--- config.mk ---
export PLATFORM = sky130hd
export DESIGN_NAME = rcr_resolver
export DESIGN_NICKNAME = d
export VERILOG_FILES = /design/src/rtl/rcr_pkg.sv /design/src/rtl/rcr_datapath.sv /design/src/rtl/rcr_control.sv /design/src/rtl/rcr_resolver.sv
export SDC_FILE = /design/constraint.sdc
export NUM_CORES = 1
export LEC_CHECK = 0
export BUFFER_PORTS_ARGS = -buffer_cell sky130_fd_sc_hd__buf_2
export CAP_MARGIN = 20
export CORE_MARGIN = 2
export CORE_UTILIZATION = 28
export DETAILED_ROUTE_END_ITERATION = 10
export MAX_ROUTING_LAYER = met4
export REMOVE_ABC_BUFFERS = 1
export SLEW_MARGIN = 10
export SYNTH_ARGS = -nofsm -noshare
export SYNTH_HDL_FRONTEND = slang
export SYNTH_HIERARCHICAL = 1
export SYNTH_SLANG_ARGS = --single-unit
export TNS_END_PERCENT = 1
--- constraint.sdc ---
create_clock -name clk -period 4.12 [get_ports clk]
set_input_delay 0.206 -clock clk [delete_from_list [all_inputs] [get_ports clk]]
set_output_delay 0.206 -clock clk [all_outputs]
set_load 0.005 [all_outputs]
--- src/rtl/rcr_pkg.sv ---
`timescale 1ns/1ps
package rcr_pkg;
  typedef enum logic [3:0] {
    ST_CONTEND, ST_GOT_IDLE, ST_REQ_FAST, ST_REQ_SLOW,
    ST_IDLE_FAST, ST_IDLE_SLOW, ST_SEND_REQ, ST_ROOT, ST_CHILD
  } rcr_state_e;

  typedef struct packed {
    logic clrTimer;
    logic countEn;
    logic stepLfsr;
  } rcr_strobe_t;
endpackage

--- src/rtl/rcr_datapath.sv ---
`timescale 1ns/1ps
module rcr_datapath
  import rcr_pkg::*;
#(
  parameter int TIMER_CAP = 168,
  parameter int LW = 16,
  parameter logic [LW-1:0] LFSR_SEED = 16'hACE1,
  parameter logic [LW-1:0] LFSR_MASK = 16'hB400,
  localparam int TW = $clog2(TIMER_CAP + 1)
) (
  input  logic          clk,
  input  logic          rst_n,
  input  rcr_strobe_t   strobe,
  output logic [TW-1:0] timerVal,
  output logic          slowPick
);
  logic [LW-1:0] lfsr;

  always_ff @(posedge clk) begin
    if (!rst_n) timerVal <= '0;
    else if (strobe.clrTimer) timerVal <= '0;
    else if (strobe.countEn && (timerVal < TW'(TIMER_CAP))) timerVal <= timerVal + 1'b1;
  end

  always_ff @(posedge clk) begin
    if (!rst_n) lfsr <= LFSR_SEED;
    else if (strobe.stepLfsr) lfsr <= {1'b0, lfsr[LW-1:1]} ^ (lfsr[0] ? LFSR_MASK : '0);
  end

  assign slowPick = lfsr[0];

  assert_timer_cap_R6: assert property (@(posedge clk) disable iff (!rst_n)
    timerVal <= TW'(TIMER_CAP));
  assert_lfsr_nonzero_R2: assert property (@(posedge clk) disable iff (!rst_n)
    lfsr != '0);
  assert_lfsr_holds_R2: assert property (@(posedge clk) disable iff (!rst_n)
    !strobe.stepLfsr |=> $stable(lfsr));
endmodule

--- src/rtl/rcr_control.sv ---
`timescale 1ns/1ps
module rcr_control
  import rcr_pkg::*;
#(
  parameter int FAST_MIN = 76,
  parameter int FAST_MAX = 85,
  parameter int SLOW_MIN = 159,
  parameter int SLOW_MAX = 167,
  parameter int TIMER_CAP = 168,
  localparam int TW = $clog2(TIMER_CAP + 1)
) (
  input  logic          clk,
  input  logic          rst_n,
  input  logic          tick,
  input  logic          rxIdle,
  input  logic          rxReq,
  input  logic          rxAck,
  input  logic [TW-1:0] timerVal,
  input  logic          slowPick,
  output rcr_strobe_t   strobe,
  output logic          txIdle,
  output logic          txReq,
  output logic          txAck,
  output logic          isRoot,
  output logic          isChild
);
  rcr_state_e state, nextState;
  logic sendIdle, sendReq, sendAck, inWindow, slowWin;
  logic [TW-1:0] winMin, winMax;

  assign slowWin  = (state == ST_REQ_SLOW) || (state == ST_IDLE_SLOW);
  assign inWindow = slowWin || (state == ST_REQ_FAST) || (state == ST_IDLE_FAST);
  assign winMin   = slowWin ? TW'(SLOW_MIN) : TW'(FAST_MIN);
  assign winMax   = slowWin ? TW'(SLOW_MAX) : TW'(FAST_MAX);

  always_comb begin
    nextState = state;
    sendIdle = 1'b0;
    sendReq = 1'b0;
    sendAck = 1'b0;
    strobe.clrTimer = 1'b0;
    strobe.stepLfsr = 1'b0;
    strobe.countEn = tick && inWindow && (timerVal < winMax);
    case (state)
      ST_CONTEND:
        if (rxIdle) nextState = ST_GOT_IDLE;
        else begin
          sendIdle = 1'b1;
          strobe.stepLfsr = 1'b1;
          strobe.clrTimer = 1'b1;
          nextState = slowPick ? ST_REQ_SLOW : ST_REQ_FAST;
        end
      ST_GOT_IDLE:
        if (rxReq) nextState = ST_CONTEND;
        else begin
          sendIdle = 1'b1;
          strobe.stepLfsr = 1'b1;
          strobe.clrTimer = 1'b1;
          nextState = slowPick ? ST_IDLE_SLOW : ST_IDLE_FAST;
        end
      ST_REQ_FAST, ST_REQ_SLOW:
        if (rxIdle) nextState = slowWin ? ST_IDLE_SLOW : ST_IDLE_FAST;
        else if (timerVal >= winMin) begin
          sendAck = 1'b1;
          strobe.clrTimer = 1'b1;
          nextState = ST_ROOT;
        end
      ST_IDLE_FAST, ST_IDLE_SLOW:
        if (rxReq) nextState = slowWin ? ST_REQ_SLOW : ST_REQ_FAST;
        else if (timerVal >= winMin) begin
          sendReq = 1'b1;
          strobe.clrTimer = 1'b1;
          nextState = ST_SEND_REQ;
        end
      ST_SEND_REQ:
        if (rxReq) nextState = ST_CONTEND;
        else if (rxAck) nextState = ST_CHILD;
      default: nextState = state;
    endcase
  end

  always_ff @(posedge clk) begin
    if (!rst_n) begin
      state <= ST_CONTEND;
      txIdle <= 1'b0;
      txReq <= 1'b0;
      txAck <= 1'b0;
    end else begin
      state <= nextState;
      txIdle <= sendIdle;
      txReq <= sendReq;
      txAck <= sendAck;
    end
  end

  assign isRoot  = (state == ST_ROOT);
  assign isChild = (state == ST_CHILD);

  assert_outcome_onehot_R8: assert property (@(posedge clk) disable iff (!rst_n)
    $onehot0({isRoot, isChild}));
  assert_root_held_R8: assert property (@(posedge clk) disable iff (!rst_n)
    isRoot |=> isRoot && !txIdle && !txReq && !txAck);
  assert_child_held_R8: assert property (@(posedge clk) disable iff (!rst_n)
    isChild |=> isChild && !txIdle && !txReq && !txAck);
  assert_tx_onehot_R2: assert property (@(posedge clk) disable iff (!rst_n)
    $onehot0({txIdle, txReq, txAck}));
  assert_root_with_ack_R4: assert property (@(posedge clk) disable iff (!rst_n)
    $rose(isRoot) |-> txAck);
  assert_fast_max_R6: assert property (@(posedge clk) disable iff (!rst_n)
    (state == ST_REQ_FAST || state == ST_IDLE_FAST) |-> timerVal <= TW'(FAST_MAX));
  assert_slow_max_R6: assert property (@(posedge clk) disable iff (!rst_n)
    slowWin |-> timerVal <= TW'(SLOW_MAX));
  assert_tick_gate_R6: assert property (@(posedge clk) disable iff (!rst_n)
    (!tick && inWindow && !strobe.clrTimer) |=> timerVal == $past(timerVal));
  assert_ack_to_child_R7: assert property (@(posedge clk) disable iff (!rst_n)
    (state == ST_SEND_REQ && !rxReq && rxAck) |=> isChild);
endmodule

--- src/rtl/rcr_resolver.sv ---
`timescale 1ns/1ps
module rcr_resolver
  import rcr_pkg::*;
#(
  parameter int FAST_MIN = 76,
  parameter int FAST_MAX = 85,
  parameter int SLOW_MIN = 159,
  parameter int SLOW_MAX = 167,
  parameter int TIMER_CAP = 168,
  parameter logic [15:0] LFSR_SEED = 16'hACE1
) (
  input  logic clk,
  input  logic rst_n,
  input  logic tick,
  input  logic rxIdle,
  input  logic rxReq,
  input  logic rxAck,
  output logic txIdle,
  output logic txReq,
  output logic txAck,
  output logic isRoot,
  output logic isChild
);
  localparam int TW = $clog2(TIMER_CAP + 1);

  rcr_strobe_t strobe;
  logic [TW-1:0] timerVal;
  logic slowPick;

  rcr_datapath #(.TIMER_CAP(TIMER_CAP), .LW(16), .LFSR_SEED(LFSR_SEED),
                 .LFSR_MASK(16'hB400)) u_dp (
    .clk(clk), .rst_n(rst_n), .strobe(strobe),
    .timerVal(timerVal), .slowPick(slowPick));

  rcr_control #(.FAST_MIN(FAST_MIN), .FAST_MAX(FAST_MAX), .SLOW_MIN(SLOW_MIN),
                .SLOW_MAX(SLOW_MAX), .TIMER_CAP(TIMER_CAP)) u_ctl (
    .clk(clk), .rst_n(rst_n), .tick(tick), .rxIdle(rxIdle), .rxReq(rxReq),
    .rxAck(rxAck), .timerVal(timerVal), .slowPick(slowPick), .strobe(strobe),
    .txIdle(txIdle), .txReq(txReq), .txAck(txAck), .isRoot(isRoot),
    .isChild(isChild));
endmodule

==> impl_results.md, run 1 <==
* Outcome: complete, no violations
* WS Path Type: reg -> reg
* CP max FO at 18
* Chip width at around 83 µm
* Clock Tree Buf Depth at 2
* Max-cap violations at 0
* Min-delay worst type: in -> reg
* Gp weighted congestion at 0.775
* Top-count cell post-synth: dfxtp_1
* #FFs+latches synth at 31
* Startpoint Class: register
* CTS Hold Bufs at 0
* Clock Latency Late Sink at 290 ps
* Final core occ at 0.322
* GRT busiest layer: met2
* Clock Root Buffer: clkbuf_8
* Largest net degree at the start of global routing at 29
* TritonCTS clock tree: built
* Cell with the largest stage delay on the worst path: dfxtp_1
* Endpoint of the worst register-to-register path: u_dp/timerVal[4]
* RSZ-0062 raised after global routing: false
* Leak at 0.778 nW
* # setup viols final at 0
* Yosys top cell by area: dfxtp_1
* Iteration-0 DRC count of the detailed router at 63
* Grt met3 use at 0.0435
* Slowest stage delay, CP at 740 ps
* Final Cycle Share at 0.744
* Post-synth top area share at 0.358
* Gr usage total at 0.109
* Worst path cell trace: xor2_4, nand2_1, inv_1, ha_1, a21o_1, a211oi_1, o2111a_1, a21bo_1, or4_1, a21oi_1
* Ports at 11
* Area growth syn-to-layout at 10.8%
* Syn Inst Count at 188
* Min Tclk post-route at 3070 ps
* Avg Vias per Cell at 5.03
* FF-to-FF path depth at 10
* Die ar. at between 6000 and 7000 µm²
* GR Util met1 at 0.129
* Yosys cell types at 51
* WHS Path Cells at 2
* Fillers at 615
* Worst Path Arrival at roughly 3300 ps
* GR Util met2 at 0.165
* WL final at 3.27 mm
* TritonCTS Sinks at 31
* Reg2reg setup slack at 1050 ps
* Antenna violations before repair at 0
* Dpl cells at 260
* Gr ovfl total at 0
* Final Skew at 12.3 ps
* Drt drc at 0
* Clock H-tree levels at 2
* TritonCTS Buffers at 5
* Site Rows at 28
* Initial Util at 0.291
* Family with the most delay on the worst path: compound AO/OA/AOI/OAI gates
* Leading post-synthesis cells by cell area: dfxtp_1, mux2i_1, nand2_1
* Post_cts resized at 0
* PwrDens at 672 nW/µm²
* Synthesized area at 1730 µm²
* Die height at 82.6 µm
* Peak Freq at approximately 330 MHz
* Worst path bufs/invs at 1
* WHS Endpoint: u_dp/lfsr[10]
* VDD IR-drop max at about 0.24 mV
* CORE AREA at about 6000 µm²
* Post-DR wirelength/cell at 12.2 µm
* EDFF count, synth at 0
* Warnings, synthesis at 6
* Dpl hpwl at 2.18 mm
* Post-CTS Repair Setup Buffers at 0
* Slew of the pin with the lowest slew margin at between 900 and 1000 ps
* Vias in the first global route at approximately 1200
* Async S/R FF share, synth at 0
* Sequential-to-total area share from yosys stat at 0.358
* Most used DFF post-synth: dfxtp_1
* RR Startpoint: u_ctl/state[2]
* Share of post-route cells with drive strength above 1 at 0.135
* Final cell count without fillers at ~270
* Tot Pwr at 0.00129 W
* Final hold violations at 0
* Total negative slack at 0 ps
* Nets at 201
* Via count at 1349
* Final Max Slew Viols at 0
* CP Data Required Time at 4330 ps
* Syn avg cell area at 9.21 µm²
* Critical Path Sink Type: register
* Diodes inserted at 0
* Post-synth top cells: dfxtp_1, mux2i_1, nand2_1, nor2b_1, o21ai_0
* Min-delay src: rst_n
* Max-slew headroom at 0.363
* First-pass GRT wire length at 5.38 mm
* DRT antenna net count at 0
* DRT Pass-1 Iters at 4
* PortBufs at 10
* Worst-path clk slew at roughly 80 ps
-- logic make-up after synthesis --
kind of cell / Yosys count / synth area share
xor gates and xnor gates: 4 / 0.0311
DFF: 31 / 0.358
muxes: 20 / 0.116
adders and majority gates: 3 / 0.0217
and+or+nand+nor: 69 / 0.228
buffers and inverters: 17 / 0.0520
AOI/OAI and AO/OA: 44 / 0.194
-- through the flow --
step	hold slack, ps	cell area [µm²]	worst slack (ps)
finish	304	1920	1050
detailed placement	463	1800	1100
global route	317	1920	819
global placement	455	1800	1180
CTS	300	1920	1080
floorplan	268	1660	1360
-- metal layers --
metal | vias to the layer above | part of all wire
li1 | 692 | -
met1 | 624 | 0.49
met2 | 27 | 0.45
met3 | 6 | 0.049
met4 | 0 | 0.016
met5 | - | 0
-- cell usage in the layout (no fill, tap or decap), types with 2 or more instances in the layout --
cell type and n:
dfxtp_1 31, nand2_1 20, mux2i_1 20, buf_2 10, nor2b_1 9, o21ai_0 7, clkbuf_8 6, nor2_1 6
a21oi_1 6, nand2b_1 5, inv_1 4, nor3b_1 4, a31oi_1 4, o31ai_1 4, o21a_1 4, nor4_1 3
ha_1 3, nand4_1 3, or4_1 3, or2_2 2, nand3_1 2, and3_1 2, o21bai_1 2, o2111a_1 2
nor3_1 2, o2111ai_1 2, and2_1 2, o211a_1 2, xor2_1 2
-- flip-flops by register name, indices dropped and copies added (netlist names) --
name           count
u_ctl/state        4
u_ctl/txAck        1
u_dp/timerVal      8
u_ctl/txReq        1
u_ctl/txIdle       1
u_dp/lfsr         16
-- worst max-delay path by stage --
stage	start	end	slack [ps]	cells past startpoint
3_3_place_gp	u_ctl/state[2]	u_dp/timerVal[4]	1180	10
6_report	u_ctl/state[2]	u_dp/timerVal[4]	1050	10
4_1_cts	u_ctl/state[2]	u_dp/timerVal[4]	1080	10
2_1_floorplan	u_ctl/state[2]	u_dp/timerVal[4]	1360	10
5_1_grt	u_ctl/state[2]	u_dp/timerVal[4]	820	10
3_5_place_dp	u_ctl/state[2]	u_dp/timerVal[4]	1100	10
-- power breakdown --
group	switching (W)	leakage, nW	internal (W)	total (W)
combinational	0.000251	0.463	0.000248	0.000498
clock	0.000115	0.0612	0.000196	0.000311
sequential	0.000104	0.254	0.000376	0.000481
total	0.000470	0.778	0.000819	0.00129
-- area by class of cell --
class / count / area, µm² / area share
clock buffers: 6 / 82.6 / 0.0431
repair buffers: 10 / 50.0 / 0.0261
flip-flops and latches: 31 / 621 / 0.324
clock inverters: 2 / 35.0 / 0.0183
well taps: 75 / 93.8 / 0.0489
multi-input cells: 140 / 1020 / 0.532
inverters: 4 / 15.0 / 0.00783
(Power assumes the default switching activity.)
==> inputs of run 2 (changes only) <==
- ABC_AREA: not set -> 1
- clock period: 4.12 -> 3.1 ns (I/O delays scaled with it)
==> run 2 against run 1 <==
- total power up 25%
- clock-buffer cell count unchanged
- sequential share of layout area up 0.78 points
- register-to-register slack worse by 340 ps
- sequential power up 24%
- fmax up 29%
- hold slack worse by 92 ps
- critical path type unchanged
==> impl_results.md, run 2 <==
* EDFF count, synth at 0 (unchanged)
* Gp weighted congestion at 0.899 (+16%)
* Largest net degree at the start of global routing at 19 (-34%)
* Peak Freq at 420 MHz (+29%)
* Most used cell, CP: inv_1
* Clock Root Buffer: clkbuf_8
* Top reg by flops: u_dp/lfsr
* Iteration-0 DRC count of the detailed router at 90 (+43%)
* Post-synth top cells: nand2_1, nor2_1, dfxtp_1, inv_1, nand3_1
* Most used DFF post-synth: dfxtp_1
* TritonCTS Sinks at 31 (unchanged)
* Max FFs per register at 16 (unchanged)
* Leak at 0.872 nW (+12%)
* PortBufs at 10 (unchanged)
* TritonCTS Buffers at 5 (unchanged)
* Worst-path clk slew at 70 ps (about the same)
* Combinational power share at 0.372 (-0.014)
* Biggest regs: u_dp/lfsr x16, u_dp/timerVal x8, u_ctl/state x4
* Min-delay src: rst_n
* Syn Inst Count at 236 (+26%)
* Post-CTS Repair Setup Buffers at 0 (unchanged)
* Post_cts resized at 0 (unchanged)
* Leading post-synthesis cells by cell area: dfxtp_1, nand2_1, nor2_1
* Worst path bufs/invs at 3 (+2)
* Outcome: complete, no violations
* DRT antenna net count at 0 (unchanged)
* RR Startpoint: u_ctl/state[0]
* CP Data Required Time at 3280 ps (-1050 ps)
* Nets at 257 (+28%)
* VDD IR-drop max at 0.253 mV (+3.6%)
* Startpoint Class: register
* WS Path Type: reg -> reg
* First-pass GRT wire length at 5.73 mm (+6.5%)
* DRT Pass-1 Iters at 4 (unchanged)
* Yosys cell types at 32 (-37%)
* Post-DP Area at 1760 µm² (-2.5%)
* Cell with the largest stage delay on the worst path: dfxtp_1
* Syn avg cell area at 6.98 µm² (-24%)
* Final Cycle Share at 0.768 (+0.0243)
* Total negative slack at 0 ps (unchanged)
* Slowest stage delay, CP at 400 ps (-340 ps)
* #FFs+latches synth at 31 (unchanged)
* Reg2reg setup slack at 720 ps (-340 ps)
* Max-cap violations at 0 (unchanged)
* Internal power at 0.000984 W (+20%)
* Area growth syn-to-layout at 13.7%
* Die height at 80.7 µm (-2.3%)
* Via count at 1445 (+7.1%)
* Min Tclk post-route at 2380 ps (-684 ps)
* Switching share of power at 0.389 (+0.0247)
* Vias in the first global route at 1328 (+13%)
* Sequential share of power at 0.370 (-0.003)
* Dpl hpwl at 2.33 mm (+6.6%)
* Dpl cells at 313 (+20%)
* Min-delay worst type: in -> reg
* Fillers at 630 (+2.4%)
* PwrDens at 860 nW/µm² (+28%)
* Gr usage total at 0.116 (+0.00700)
* Switching Power at 0.000627 W (+33%)
* Ports at 11 (unchanged)
* Die ar. at 6510 µm² (-4.6%)
* Clock Tree Buf Depth at 2 (unchanged)
* Dpl ws at 832 ps (-264 ps)
* Yosys top cell by area: dfxtp_1
* Share of post-route cells with drive strength above 1 at 0.181 (+0.0460)
* Async S/R FF share, synth at 0 (unchanged)
* Drt drc at 0 (unchanged)
* RSZ-0062 raised after global routing: false
* Fin area at 1870 µm² (-2.3%)
* WL final at 3.28 mm (+0.46%)
* CTS Hold Bufs at 0 (unchanged)
* Register area at 621 µm² (unchanged)
* Gr ovfl total at 0 (unchanged)
* Most frequent cells in the layout: nand2_1, nor2_1, dfxtp_1
* Chip width at 80.7 µm (-2.3%)
* Clock share of power at 0.258 (+0.017)
* Initial Util at 0.294 (+0.00309)
* Critical Path Sink Type: register
* Top-count cell post-synth: nand2_1
* Worst Path Arrival at 2560 ps (-720 ps)
* TritonCTS clock tree: built
* Site Rows at 27 (-3.6%)
* Warnings, synthesis at 6 (unchanged)
* Diodes inserted at 0 (unchanged)
* Area of the multi-input gates at 893 µm² (-13%)
* Worst path cell trace: inv_1, nor2_2, nand3_2, inv_2, ha_1, inv_1, o21ai_0, a31oi_1, nand2_2, nor3_2, nand3_1, nand2_1, nor2_1
* Clock H-tree levels at 2 (unchanged)
* Max-slew headroom at 0.647 (+0.283)
* CORE AREA at 5610 µm² (-5.8%)
* Final Max Slew Viols at 0 (unchanged)
* Family with the most delay on the worst path: simple AND/OR/NAND/NOR gates
* Final core occ at 0.334 (+0.0119)
* Sequential-to-total area share from yosys stat at 0.377 (+0.0182)
* Avg Vias per Cell at 4.50 (-11%)
* Critical Path Source: u_ctl/state[0]
* # setup viols final at 0 (unchanged)
* Slew of the pin with the lowest slew margin at 529 ps (-426 ps)
* Post-synth top area share at 0.377 (+0.0182)
* CP max FO at 6 (-12)
* Post-DR wirelength/cell at 10.2 µm (-16%)
* Final cell count without fillers at 321 (+20%)
* Synthesized area at 1650 µm² (-4.8%)
* Final Skew at 7.11 ps (-5.24 ps)
* Clock Latency Late Sink at 280 ps (about the same)
* Final setup margin at 718 ps (-336 ps)
* Final hold violations at 0 (unchanged)
* Antenna violations before repair at 0 (unchanged)
* Most common cell after layout, fill and taps aside: nand2_1
==> run 2: cell types whose count changed in the layout (fill, tap and decap cells not counted), sizes merged, moves of 9 or more <==
cell,delta
inv,+23
mux2i,-20
a21oi,+9
nand3,+23
nor2,+37
nor2b,-10
nand2,+36
==> run 2: final timing paths <==
check                      to  cells after the start
max          u_dp/timerVal[6]                     13
min              u_dp/lfsr[0]                      2
max reg2reg  u_dp/timerVal[6]                     13
min reg2reg      u_dp/lfsr[0]                      2
==> run 2: logic make-up (layout without fill, tap and decap cells) <==
family | after synthesis | in the layout | share of synthesized area
flops | 31 | 31 | 0.377
buf+inv | 32 | 45 | 0.0812
compound gates | 33 | 33 | 0.115
fa+ha+maj | 3 | 3 | 0.0228
simple gates | 136 | 136 | 0.399
xor+xnor | 1 | 1 | 0.00532
==> run 2: metal layers <==
layer / track usage / vias up / routed length, µm
li1: - / 786 / -
met1: 0.142 / 632 / 1700
met2: 0.176 / 22 / 1380
met3: 0.0337 / 5 / 146
met4: 0.0525 / 0 / 54
met5: - / - / 0
==> run 2: cell type report <==
cell class | instances | area share
multi-input cells | 173 | 0.477
clock buffers | 6 | 0.0441
well taps | 72 | 0.0481
flip-flops and latches | 31 | 0.331
inverters | 27 | 0.0541
clock inverters | 2 | 0.0187
repair buffers | 10 | 0.0267
==> run 2: power by group through the flow <==
stage          sequential, W  combinational [W]  clock, W
3_3_place_gp        0.000602           0.000594         0
2_1_floorplan       0.000588           0.000490         0
6_report            0.000596           0.000600  0.000415
4_1_cts             0.000596           0.000602  0.000426
3_5_place_dp        0.000604           0.000598         0
5_1_grt             0.000612           0.000709  0.000435
==> run 2: through the flow <==
stage	hold slack [ps]	total power [W]
floorplan	239	0.00108
global placement	443	0.00120
detailed placement	446	0.00120
CTS	207	0.00162
global route	238	0.00176
finish	212	0.00161
==> run 2: worst register-to-register path: cells and delay by family (launching register included) <==
kind	cells	cell delay, ps
DFF	1	400
AOI/OAI and AO/OA	2	470
adders and majority gates	1	230
and+or+nand+nor	7	920
buffers and inverters	3	260
